$ cat config.mk
export PLATFORM = sky130hd
export DESIGN_NAME = sb_alloc_filter
export DESIGN_NICKNAME = d
export VERILOG_FILES = /design/src/rtl/sbaf_pkg.sv /design/src/rtl/sbaf_lru.sv /design/src/rtl/sbaf_datapath.sv /design/src/rtl/sbaf_ctrl.sv /design/src/rtl/sb_alloc_filter.sv
export SDC_FILE = /design/constraint.sdc
export NUM_CORES = 2
export LEC_CHECK = 0
export BUFFER_PORTS_ARGS = -buffer_cell sky130_fd_sc_hd__buf_4
export CELL_PAD_IN_SITES_DETAIL_PLACEMENT = 1
export CELL_PAD_IN_SITES_GLOBAL_PLACEMENT = 1
export CORE_MARGIN = 2
export CORE_UTILIZATION = 48
export CTS_CLUSTER_DIAMETER = 150
export DETAILED_ROUTE_END_ITERATION = 6
export PLACE_DENSITY = 0.81
export SYNTH_ARGS = -nofsm -noshare
export SYNTH_HDL_FRONTEND = slang
export SYNTH_SLANG_ARGS = --single-unit
$ cat constraint.sdc
create_clock -name clk -period 7.76 [get_ports clk]
set_clock_uncertainty 0.15 [all_clocks]
set_input_delay 0 -clock clk [delete_from_list [all_inputs] [get_ports clk]]
set_output_delay 0 -clock clk [all_outputs]
set_load 0.03 [all_outputs]
$ cat src/rtl/sbaf_pkg.sv
package sbaf_pkg;

  localparam int SB_BLOCKS = 4;
  localparam int SB_OFF_W  = 2;

  // Strobes from the decision logic to the tag store
  typedef struct packed {
    logic tagWrite;   // install a new super-block tag in wrWay
    logic validSet;   // mark requested block valid in wrWay
    logic seenSet;    // record a bypassed first use
    logic seenClr;    // forget the first use after allocating
    logic lruTouch;   // refresh recency of wrWay
  } sbafStrobe_t;

  // Lookup status from the tag store
  typedef struct packed {
    logic sbPresent;  // super-block tag matches in the set
    logic blkValid;   // requested block valid under that tag
    logic blkSeen;    // requested block bypassed once before
    logic freeAny;    // set holds a way with no valid block
  } sbafLookup_t;

  typedef enum logic [1:0] {
    OUT_NONE   = 2'd0,
    OUT_HIT    = 2'd1,
    OUT_ALLOC  = 2'd2,
    OUT_BYPASS = 2'd3
  } sbafOutcome_t;

endpackage

$ cat src/rtl/sbaf_lru.sv
module sbaf_lru #(
  parameter int NUM_WAYS = 4,
  parameter int NUM_SETS = 16,
  localparam int WAY_W = $clog2(NUM_WAYS),
  localparam int SET_W = $clog2(NUM_SETS)
) (
  input  logic             clk,
  input  logic             rst_n,
  input  logic [SET_W-1:0] setIdx,
  input  logic             touchEn,
  input  logic [WAY_W-1:0] touchWay,
  output logic [WAY_W-1:0] victimWay
);

  // age 0 = most recent, NUM_WAYS-1 = least recent
  logic [WAY_W-1:0] ageMem [NUM_SETS][NUM_WAYS];
  logic [WAY_W-1:0] touchAge;

  assign touchAge = ageMem[setIdx][touchWay];

  always_comb begin
    victimWay = '0;
    for (int w = 0; w < NUM_WAYS; w++) begin
      if (ageMem[setIdx][w] == WAY_W'(NUM_WAYS - 1)) victimWay = WAY_W'(w);
    end
  end

  always_ff @(posedge clk) begin
    if (!rst_n) begin
      for (int s = 0; s < NUM_SETS; s++) begin
        for (int w = 0; w < NUM_WAYS; w++) begin
          ageMem[s][w] <= WAY_W'(w);
        end
      end
    end else if (touchEn) begin
      for (int w = 0; w < NUM_WAYS; w++) begin
        if (WAY_W'(w) == touchWay)
          ageMem[setIdx][w] <= '0;
        else if (ageMem[setIdx][w] < touchAge)
          ageMem[setIdx][w] <= ageMem[setIdx][w] + 1'b1;
      end
    end
  end

endmodule

$ cat src/rtl/sbaf_datapath.sv
module sbaf_datapath
  import sbaf_pkg::*;
#(
  parameter int ADDR_W   = 16,
  parameter int NUM_WAYS = 4,
  parameter int NUM_SETS = 16,
  localparam int WAY_W = $clog2(NUM_WAYS),
  localparam int SET_W = $clog2(NUM_SETS),
  localparam int TAG_W = ADDR_W - SB_OFF_W - SET_W
) (
  input  logic              clk,
  input  logic              rst_n,
  input  logic [ADDR_W-1:0] reqAddr,
  input  sbafStrobe_t       stb,
  input  logic [WAY_W-1:0]  wrWay,
  output sbafLookup_t       lk,
  output logic [WAY_W-1:0]  matchWay,
  output logic [WAY_W-1:0]  freeWay,
  output logic [SET_W-1:0]  reqSet
);

  logic [TAG_W-1:0]     tagMem  [NUM_SETS][NUM_WAYS];
  logic [SB_BLOCKS-1:0] vldMem  [NUM_SETS][NUM_WAYS];
  logic [SB_BLOCKS-1:0] seenMem [NUM_SETS][NUM_WAYS];

  logic [SB_OFF_W-1:0]  reqBlk;
  logic [TAG_W-1:0]     reqTag;
  logic [SB_BLOCKS-1:0] blkMask;
  logic [NUM_WAYS-1:0]  matchVec;
  logic [NUM_WAYS-1:0]  freeVec;

  assign reqBlk  = reqAddr[SB_OFF_W-1:0];
  assign reqSet  = reqAddr[SB_OFF_W +: SET_W];
  assign reqTag  = reqAddr[ADDR_W-1 -: TAG_W];
  assign blkMask = SB_BLOCKS'(1) << reqBlk;

  for (genvar w = 0; w < NUM_WAYS; w++) begin : g_way
    assign matchVec[w] = (|vldMem[reqSet][w]) && (tagMem[reqSet][w] == reqTag);
    assign freeVec[w]  = ~|vldMem[reqSet][w];
  end

  always_comb begin
    matchWay = '0;
    freeWay  = '0;
    for (int w = NUM_WAYS - 1; w >= 0; w--) begin
      if (matchVec[w]) matchWay = WAY_W'(w);
      if (freeVec[w])  freeWay  = WAY_W'(w);
    end
  end

  always_comb begin
    lk.sbPresent = |matchVec;
    lk.freeAny   = |freeVec;
    lk.blkValid  = |(vldMem[reqSet][matchWay] & blkMask);
    lk.blkSeen   = |(seenMem[reqSet][matchWay] & blkMask);
  end

  always_ff @(posedge clk) begin
    if (!rst_n) begin
      for (int s = 0; s < NUM_SETS; s++) begin
        for (int w = 0; w < NUM_WAYS; w++) begin
          tagMem[s][w]  <= '0;
          vldMem[s][w]  <= '0;
          seenMem[s][w] <= '0;
        end
      end
    end else if (stb.tagWrite) begin
      tagMem[reqSet][wrWay]  <= reqTag;
      vldMem[reqSet][wrWay]  <= blkMask;
      seenMem[reqSet][wrWay] <= '0;
    end else begin
      if (stb.validSet) vldMem[reqSet][wrWay] <= vldMem[reqSet][wrWay] | blkMask;
      if (stb.seenSet)
        seenMem[reqSet][wrWay] <= seenMem[reqSet][wrWay] | blkMask;
      else if (stb.seenClr)
        seenMem[reqSet][wrWay] <= seenMem[reqSet][wrWay] & ~blkMask;
    end
  end

endmodule

$ cat src/rtl/sbaf_ctrl.sv
module sbaf_ctrl
  import sbaf_pkg::*;
#(
  parameter int NUM_WAYS = 4,
  localparam int WAY_W = $clog2(NUM_WAYS)
) (
  input  logic             clk,
  input  logic             rst_n,
  input  logic             reqValid,
  input  logic             reqUncomp,
  input  sbafLookup_t      lk,
  input  logic [WAY_W-1:0] matchWay,
  input  logic [WAY_W-1:0] freeWay,
  input  logic [WAY_W-1:0] lruWay,
  output sbafStrobe_t      stb,
  output logic [WAY_W-1:0] wrWay,
  output logic             rspValid,
  output logic             rspHit,
  output logic             rspAlloc,
  output logic             rspBypass,
  output logic [WAY_W-1:0] rspWay
);

  sbafOutcome_t outcome;

  always_comb begin
    if (!reqValid)
      outcome = OUT_NONE;
    else if (lk.sbPresent && lk.blkValid)
      outcome = OUT_HIT;
    else if (lk.sbPresent && reqUncomp && !lk.blkSeen)
      outcome = OUT_BYPASS;
    else
      outcome = OUT_ALLOC;
  end

  always_comb begin
    if (lk.sbPresent)    wrWay = matchWay;
    else if (lk.freeAny) wrWay = freeWay;
    else                 wrWay = lruWay;
  end

  always_comb begin
    stb.tagWrite = (outcome == OUT_ALLOC) && !lk.sbPresent;
    stb.validSet = (outcome == OUT_ALLOC) && lk.sbPresent;
    stb.seenClr  = (outcome == OUT_ALLOC) && lk.sbPresent;
    stb.seenSet  = (outcome == OUT_BYPASS);
    stb.lruTouch = (outcome == OUT_HIT) || (outcome == OUT_ALLOC);
  end

  always_ff @(posedge clk) begin
    if (!rst_n) begin
      rspValid  <= 1'b0;
      rspHit    <= 1'b0;
      rspAlloc  <= 1'b0;
      rspBypass <= 1'b0;
      rspWay    <= '0;
    end else begin
      rspValid  <= (outcome != OUT_NONE);
      rspHit    <= (outcome == OUT_HIT);
      rspAlloc  <= (outcome == OUT_ALLOC);
      rspBypass <= (outcome == OUT_BYPASS);
      rspWay    <= (outcome == OUT_NONE) ? '0 : wrWay;
    end
  end

endmodule

$ cat src/rtl/sb_alloc_filter.sv
module sb_alloc_filter
  import sbaf_pkg::*;
#(
  parameter int ADDR_W   = 16,
  parameter int NUM_WAYS = 4,
  parameter int NUM_SETS = 16,
  localparam int WAY_W = $clog2(NUM_WAYS),
  localparam int SET_W = $clog2(NUM_SETS)
) (
  input  logic              clk,
  input  logic              rst_n,
  input  logic              reqValid,
  input  logic [ADDR_W-1:0] reqAddr,
  input  logic              reqUncomp,
  output logic              rspValid,
  output logic              rspHit,
  output logic              rspAlloc,
  output logic              rspBypass,
  output logic [WAY_W-1:0]  rspWay
);

  sbafStrobe_t      stb;
  sbafLookup_t      lk;
  logic [WAY_W-1:0] matchWay;
  logic [WAY_W-1:0] freeWay;
  logic [WAY_W-1:0] lruWay;
  logic [WAY_W-1:0] wrWay;
  logic [SET_W-1:0] reqSet;

  sbaf_datapath #(
    .ADDR_W(ADDR_W), .NUM_WAYS(NUM_WAYS), .NUM_SETS(NUM_SETS)
  ) u_dp (
    .clk(clk), .rst_n(rst_n), .reqAddr(reqAddr), .stb(stb), .wrWay(wrWay),
    .lk(lk), .matchWay(matchWay), .freeWay(freeWay), .reqSet(reqSet)
  );

  sbaf_lru #(
    .NUM_WAYS(NUM_WAYS), .NUM_SETS(NUM_SETS)
  ) u_lru (
    .clk(clk), .rst_n(rst_n), .setIdx(reqSet), .touchEn(stb.lruTouch),
    .touchWay(wrWay), .victimWay(lruWay)
  );

  sbaf_ctrl #(
    .NUM_WAYS(NUM_WAYS)
  ) u_ctrl (
    .clk(clk), .rst_n(rst_n), .reqValid(reqValid), .reqUncomp(reqUncomp),
    .lk(lk), .matchWay(matchWay), .freeWay(freeWay), .lruWay(lruWay),
    .stb(stb), .wrWay(wrWay), .rspValid(rspValid), .rspHit(rspHit),
    .rspAlloc(rspAlloc), .rspBypass(rspBypass), .rspWay(rspWay)
  );

endmodule

Word-level counts from Yosys, hierarchy flattened

Memory sizes are Yosys's and may differ from the RTL's.
Index checks and enable logic that the tools add are counted.

Flip-flop bits (word level): 6
Bits in latches: 0
RAM bits: 1,280
ROM bits: 0
Input bits: 20
Output and inout port bits: 6
Word-level logic and storage cells: 280
Memories: 4

Memories:

| name         | depth | width | rd ports | clocked after memory_dff | wr ports | line                | text |
|---|---|---|---|---|---|---|---|
| u_dp.tagMem  | 16    | 40    | 1        | 0                        | 16       | sbaf_datapath.sv:22 | `logic [TAG_W-1:0] tagMem [NUM_SETS][NUM_WAYS];` |
| u_dp.seenMem | 16    | 16    | 1        | 0                        | 16       | sbaf_datapath.sv:24 | `logic [SB_BLOCKS-1:0] seenMem [NUM_SETS][NUM_WAYS];` |
| u_dp.vldMem  | 16    | 16    | 1        | 0                        | 16       | sbaf_datapath.sv:23 | `logic [SB_BLOCKS-1:0] vldMem [NUM_SETS][NUM_WAYS];` |
| u_lru.ageMem | 16    | 8     | 1        | 0                        | 16       | sbaf_lru.sv:16      | `logic [WAY_W-1:0] ageMem [NUM_SETS][NUM_WAYS];` |

$add $sub $neg: 4
Multipliers: 0
Div/mod/pow operators: 0
Magnitude comparators: 7
Eq/ne operators: 13
Shifts and indexed selects: 1
Muxes and demuxes: 152
Bitwise gates (word level): 61
Reduce and logical (&&, ||, !) cells: 33

Operator list:

| kind                                                           | count |
|---|---|
| 16-bit two-way mux                                             | 8 |
| 40-bit two-way mux                                             | 3 |
| 1-bit two-way mux                                              | 98 |
| 4-bit two-way mux                                              | 14 |
| 1-bit OR                                                       | 52 |
| 10-bit == test                                                 | 4 |
| 2-bit two-way mux                                              | 20 |
| 40-bit OR reduction                                            | 1 |
| 4-bit binary-select mux with 2-bit select                      | 4 |
| 16-bit OR reduction                                            | 2 |
| 4-bit OR reduction                                             | 8 |
| 10-bit demux with 2-bit select                                 | 1 |
| 4-bit AND                                                      | 3 |
| 2-bit == test (second input constant)                          | 5 |
| 1-bit logical AND                                              | 10 |
| 10-bit two-way mux                                             | 1 |
| 2-bit by 1-bit adder with 2-bit output (second input constant) | 4 |
| 4-bit demux with 2-bit select                                  | 1 |
| 2-bit less-than comparator                                     | 4 |
| 8-bit two-way mux                                              | 1 |
| 4-bit OR                                                       | 2 |
| 8-bit OR reduction                                             | 1 |
| 3-bit >= comparator (second input constant)                    | 2 |
| 1-bit logical NOT                                              | 6 |
| other kinds (13)                                               | 16 |

Longest topological paths before layout

An unclocked memory read counts as a cell.

Word-level depth: 28
Gate-level depth with buffers: 30
Mapped depth without buffers: 17

Modules after synthesis

A second synthesis with hierarchy kept.

Cells, all modules: 4,509
Area, all modules: 61,670.4 um^2

Modules (own cells, without submodules):

| module        | times used | cells an instance | area an instance (um^2) | seq. area each (um^2) |
|---|---|---|---|---|
| sbaf_datapath | 1          | 3,922             | 54,758.8                | 34,593.2 |
| sbaf_lru      | 1          | 558               | 6,641.4                 | 3,843.7 |
| sbaf_ctrl     | 1          | 29                | 270.3                   | 120.1 |

Least setup slack after synthesis

No wires, ideal clock.

Path kind: input to register
Start: input port reqAddr[2]
End: memory u_lru.ageMem[13][3] (netlist name), data pin
Setup time: 0.275 ns
Arrival: 6.931 ns
Required time: 7.335 ns
Setup slack: 0.404 ns
Cell stages on the path: 25
Buffers on the path: 13
Cell sequence: buf_4 > buf_4 > buf_6 > buf_4 > buf_4 > buf_2 > buf_2 > buf_2 > clkbuf_1 > mux4_2 > mux4_2 > ha_1 > nor2b_1 > o31a_1 > a211o_1 > a211oi_2 > buf_2 > buf_2 > clkbuf_1 > a21boi_0 > ha_1 > or3b_2 > o21ai_1 > clkbuf_1 > nand3_1

RTL lines:

| what            | line                  | text |
|---|---|---|
| start, declared | sb_alloc_filter.sv:13 | `input logic [ADDR_W-1:0] reqAddr,` |
| end, declared   | sbaf_lru.sv:16        |  |

==> run summary <==
Status: completed
Layout fillers: 12,800
RSZ-0062 raised after global routing: false
RR Startpoint: u_dp.tagMem[9][17]$_SDFFCE_PN0P_
Rows: 132
Layout area overhead: 10.5%
Sequential-to-total area share from yosys stat: 61.4%
Core ar.: 0.130 mm^2
Crit Path Class: reg2reg
Top-count cell post-synth: edfxtp_1
Worst Hold Margin: 0.115 ns
Primary FF master, synth: edfxtp_1
NumNets Final: 4,831
Placed cells: 6,391
Top post-synthesis cells by count: edfxtp_1, nor2_1, nand2_1
WP data required: 8.02 ns
DP HPWL: 140 mm
Post-synth cell types: 81
Crit path max fanout: 80
FF-to-FF setup slack: 0.93 ns
CTS tree: yes
Initial antenna violation count: 8
Post-synth EDFFs: 1,280
First-pass GRT wire length: 324 mm
Vias/cell: 6.95
Final setup TNS: 0 ns
R2r worst-path depth: 13
Critical path endpoint: u_dp.seenMem[10][13]$_SDFFCE_PN0P_
Flops & latches, synth: 1,286
GRT Total Usage: 32.6%
Cell Count, Final, Fillers Out: 6,660
Post-CTS sizing: 0
CTS buffer count: 140
Pwr dens: 246 mW/mm^2
Layout cell share with drive strength beyond 1: 16.4%
Fin. Hold Viols: 0
# setup viols final: 0
WL final: 221 mm
Routability Congestion: 0.957
# DRC: 0
Final period util: 88.0%
DR pass1 iterations: 6
Ys async rst share: 0%
Syn Nets: 4,967
Worst Hold Class: in2reg
Clock transition at the registers of the reported paths: 0.06 ns
Synth warn: 0
Critical R2R Capture: u_dp.seenMem[10][13]$_SDFFCE_PN0P_
Die Wd: 366 um
Synth top area cells: edfxtp_1, mux4_2, nor2_1
Die H: 366 um
Worst slew pin tran: 1.33 ns
Clock latency on the worst-skew pair: 0.81 ns
Via count: 46,300
Initial Util: 48.4%
Multi-input logic area: 0.0219 mm^2
Maximum clock path buffer count: 3
Average cell area after synthesis: 12.7 um^2
Max_slew headroom: 11.3%
Startpoint Class: register
Critical Path Sink Type: register
Clock H-tree levels: 4
Worst vdd ir: 0.000195 V
Syn Inst Count: 4,940
FMAX: 0.146 GHz
Largest net degree at the start of global routing: 121
Routed Antenna Nets: 0
Vias in the first global route: 47,300
WP data arrival: 7.09 ns
TritonCTS Sinks: 1,286
Ports: 26
Clock root buffer: clkbuf_16
Global route overflow: 0
Final Max Tran Viols: 0
Register Area: 0.0386 mm^2
Hold path cells: 5
Area fraction of the dominant cell type after synthesis: 61.2%
Post-synthesis cell area: 0.0628 mm^2
WL/cell: 33.2 um
Initial DRC count: 7,384
Max-cap violation count: 0
Final Critical Period: 6.83 ns
Area leader, netlist: edfxtp_1
Port buffer count: 25
Origin of the worst setup path: u_dp.tagMem[9][17]$_SDFFCE_PN0P_
Die footprint: 0.134 mm^2
Leakage: 22.1 nW
-- registers in the layout, summed over array words and instances, names as in the netlist --
register,count
u_ctrl.rspAlloc,1
u_ctrl.rspBypass,1
u_ctrl.rspHit,1
u_ctrl.rspValid,1
u_ctrl.rspWay,2
u_dp.seenMem,256
u_dp.tagMem,640
u_dp.vldMem,256
u_lru.ageMem,128
-- layout by cell type, fill, tap and decap left out, types with 92 or more instances in the layout --
cell       synthesis  final
nor3_1           286    280
clkbuf_16          0    142
mux2i_1          213    213
nor2_1           707    704
o21ai_0          214    150
edfxtp_1        1280   1280
a21oi_1          233    231
nand3_1          177    177
nand2_1          379    375
a22oi_1           92     92
mux4_2           247    247
buf_4             35    233
-- worst min-delay path by stage --
stage,startpoint,endpoint
finish,reqAddr[2],u_dp.seenMem[0][12]$_SDFFCE_PN0P_
global route,rst_n,u_lru.ageMem[15][0]$_SDFFCE_PN1P_
CTS,reqAddr[2],u_dp.seenMem[0][12]$_SDFFCE_PN0P_
detailed placement,u_ctrl.rspAlloc$_SDFF_PN0_,rspAlloc
global placement,u_ctrl.rspBypass$_SDFF_PN0_,rspBypass
floorplan,u_ctrl.rspAlloc$_SDFF_PN0_,rspAlloc
-- layer usage --
layer  global-route usage, %  share of wire (%)  vias to the layer above
li1                        -                  -                    18600
met3                    7.86                 12                      762
met5                       0              0.022                        -
met2                    52.0                 47                     3411
met1                    42.0                 35                    23600
met4                    15.9                5.3                        8
-- cell families after synthesis --
group                    after synthesis  synth area share (%)
multiplexers                         481                  12.6
XOR/XNOR                              49                 0.683
adder cells (fa/ha/maj)                7                 0.139
flip-flops                          1286                  61.4
AO/OA/AOI/OAI                        808                  8.48
AND/OR/NAND/NOR                     1755                  12.6
buffers and inverters                554                  4.10
-- cell type report --
cell class | instances | share of cell area, %
Antenna cell | 6 | 0.0216
Clock buffer | 172 | 5.31
Clock inverter | 78 | 1.26
Inverter | 16 | 0.0865
Multi-Input combinational cell | 3100 | 31.5
Sequential cell | 1286 | 55.6
Tap cell | 1742 | 3.14
Timing Repair Buffer | 260 | 3.09
-- stage by stage --
stage               power (mW)  utilization (%)  setup WS (ns)  area [um^2]
detailed placement        10.2             49.9          0.728        64700
floorplan                 9.43                -          0.404        62800
finish                    17.1             53.5          0.933        69400
CTS                       17.0             53.5           1.26        69400
global placement          10.2             49.9          0.915        64700
global route              17.4             53.5          0.821        69400
-- what timing repair did --
item | 4_1_cts | 5_1_grt
endpoints found under the hold margin | 745 | 0
hold buffers | 12 | 0
setup buffers | 0 | 0
-- where the power goes --
group	total (mW)	internal, mW	switching, mW
clock	6.85	3.90	2.95
combinational	2.24	0.565	1.67
sequential	7.98	7.88	0.102
total	17.1	12.3	4.72
-- worst max-delay path, cell delays in order, from the launching register on --
cell      delay, ns
edfxtp_1       0.41
mux4_2         0.60
mux4_2         0.53
xnor2_1        0.43
nand2b_1       0.32
a211oi_1       0.88
nand2_1        0.15
a311oi_1       0.35
a211o_1        0.16
nand4_1        0.51
buf_4          0.50
o211ai_1       0.22
buf_4          0.68
o21ai_0        0.48
Power figures use the tool's default switching activity.
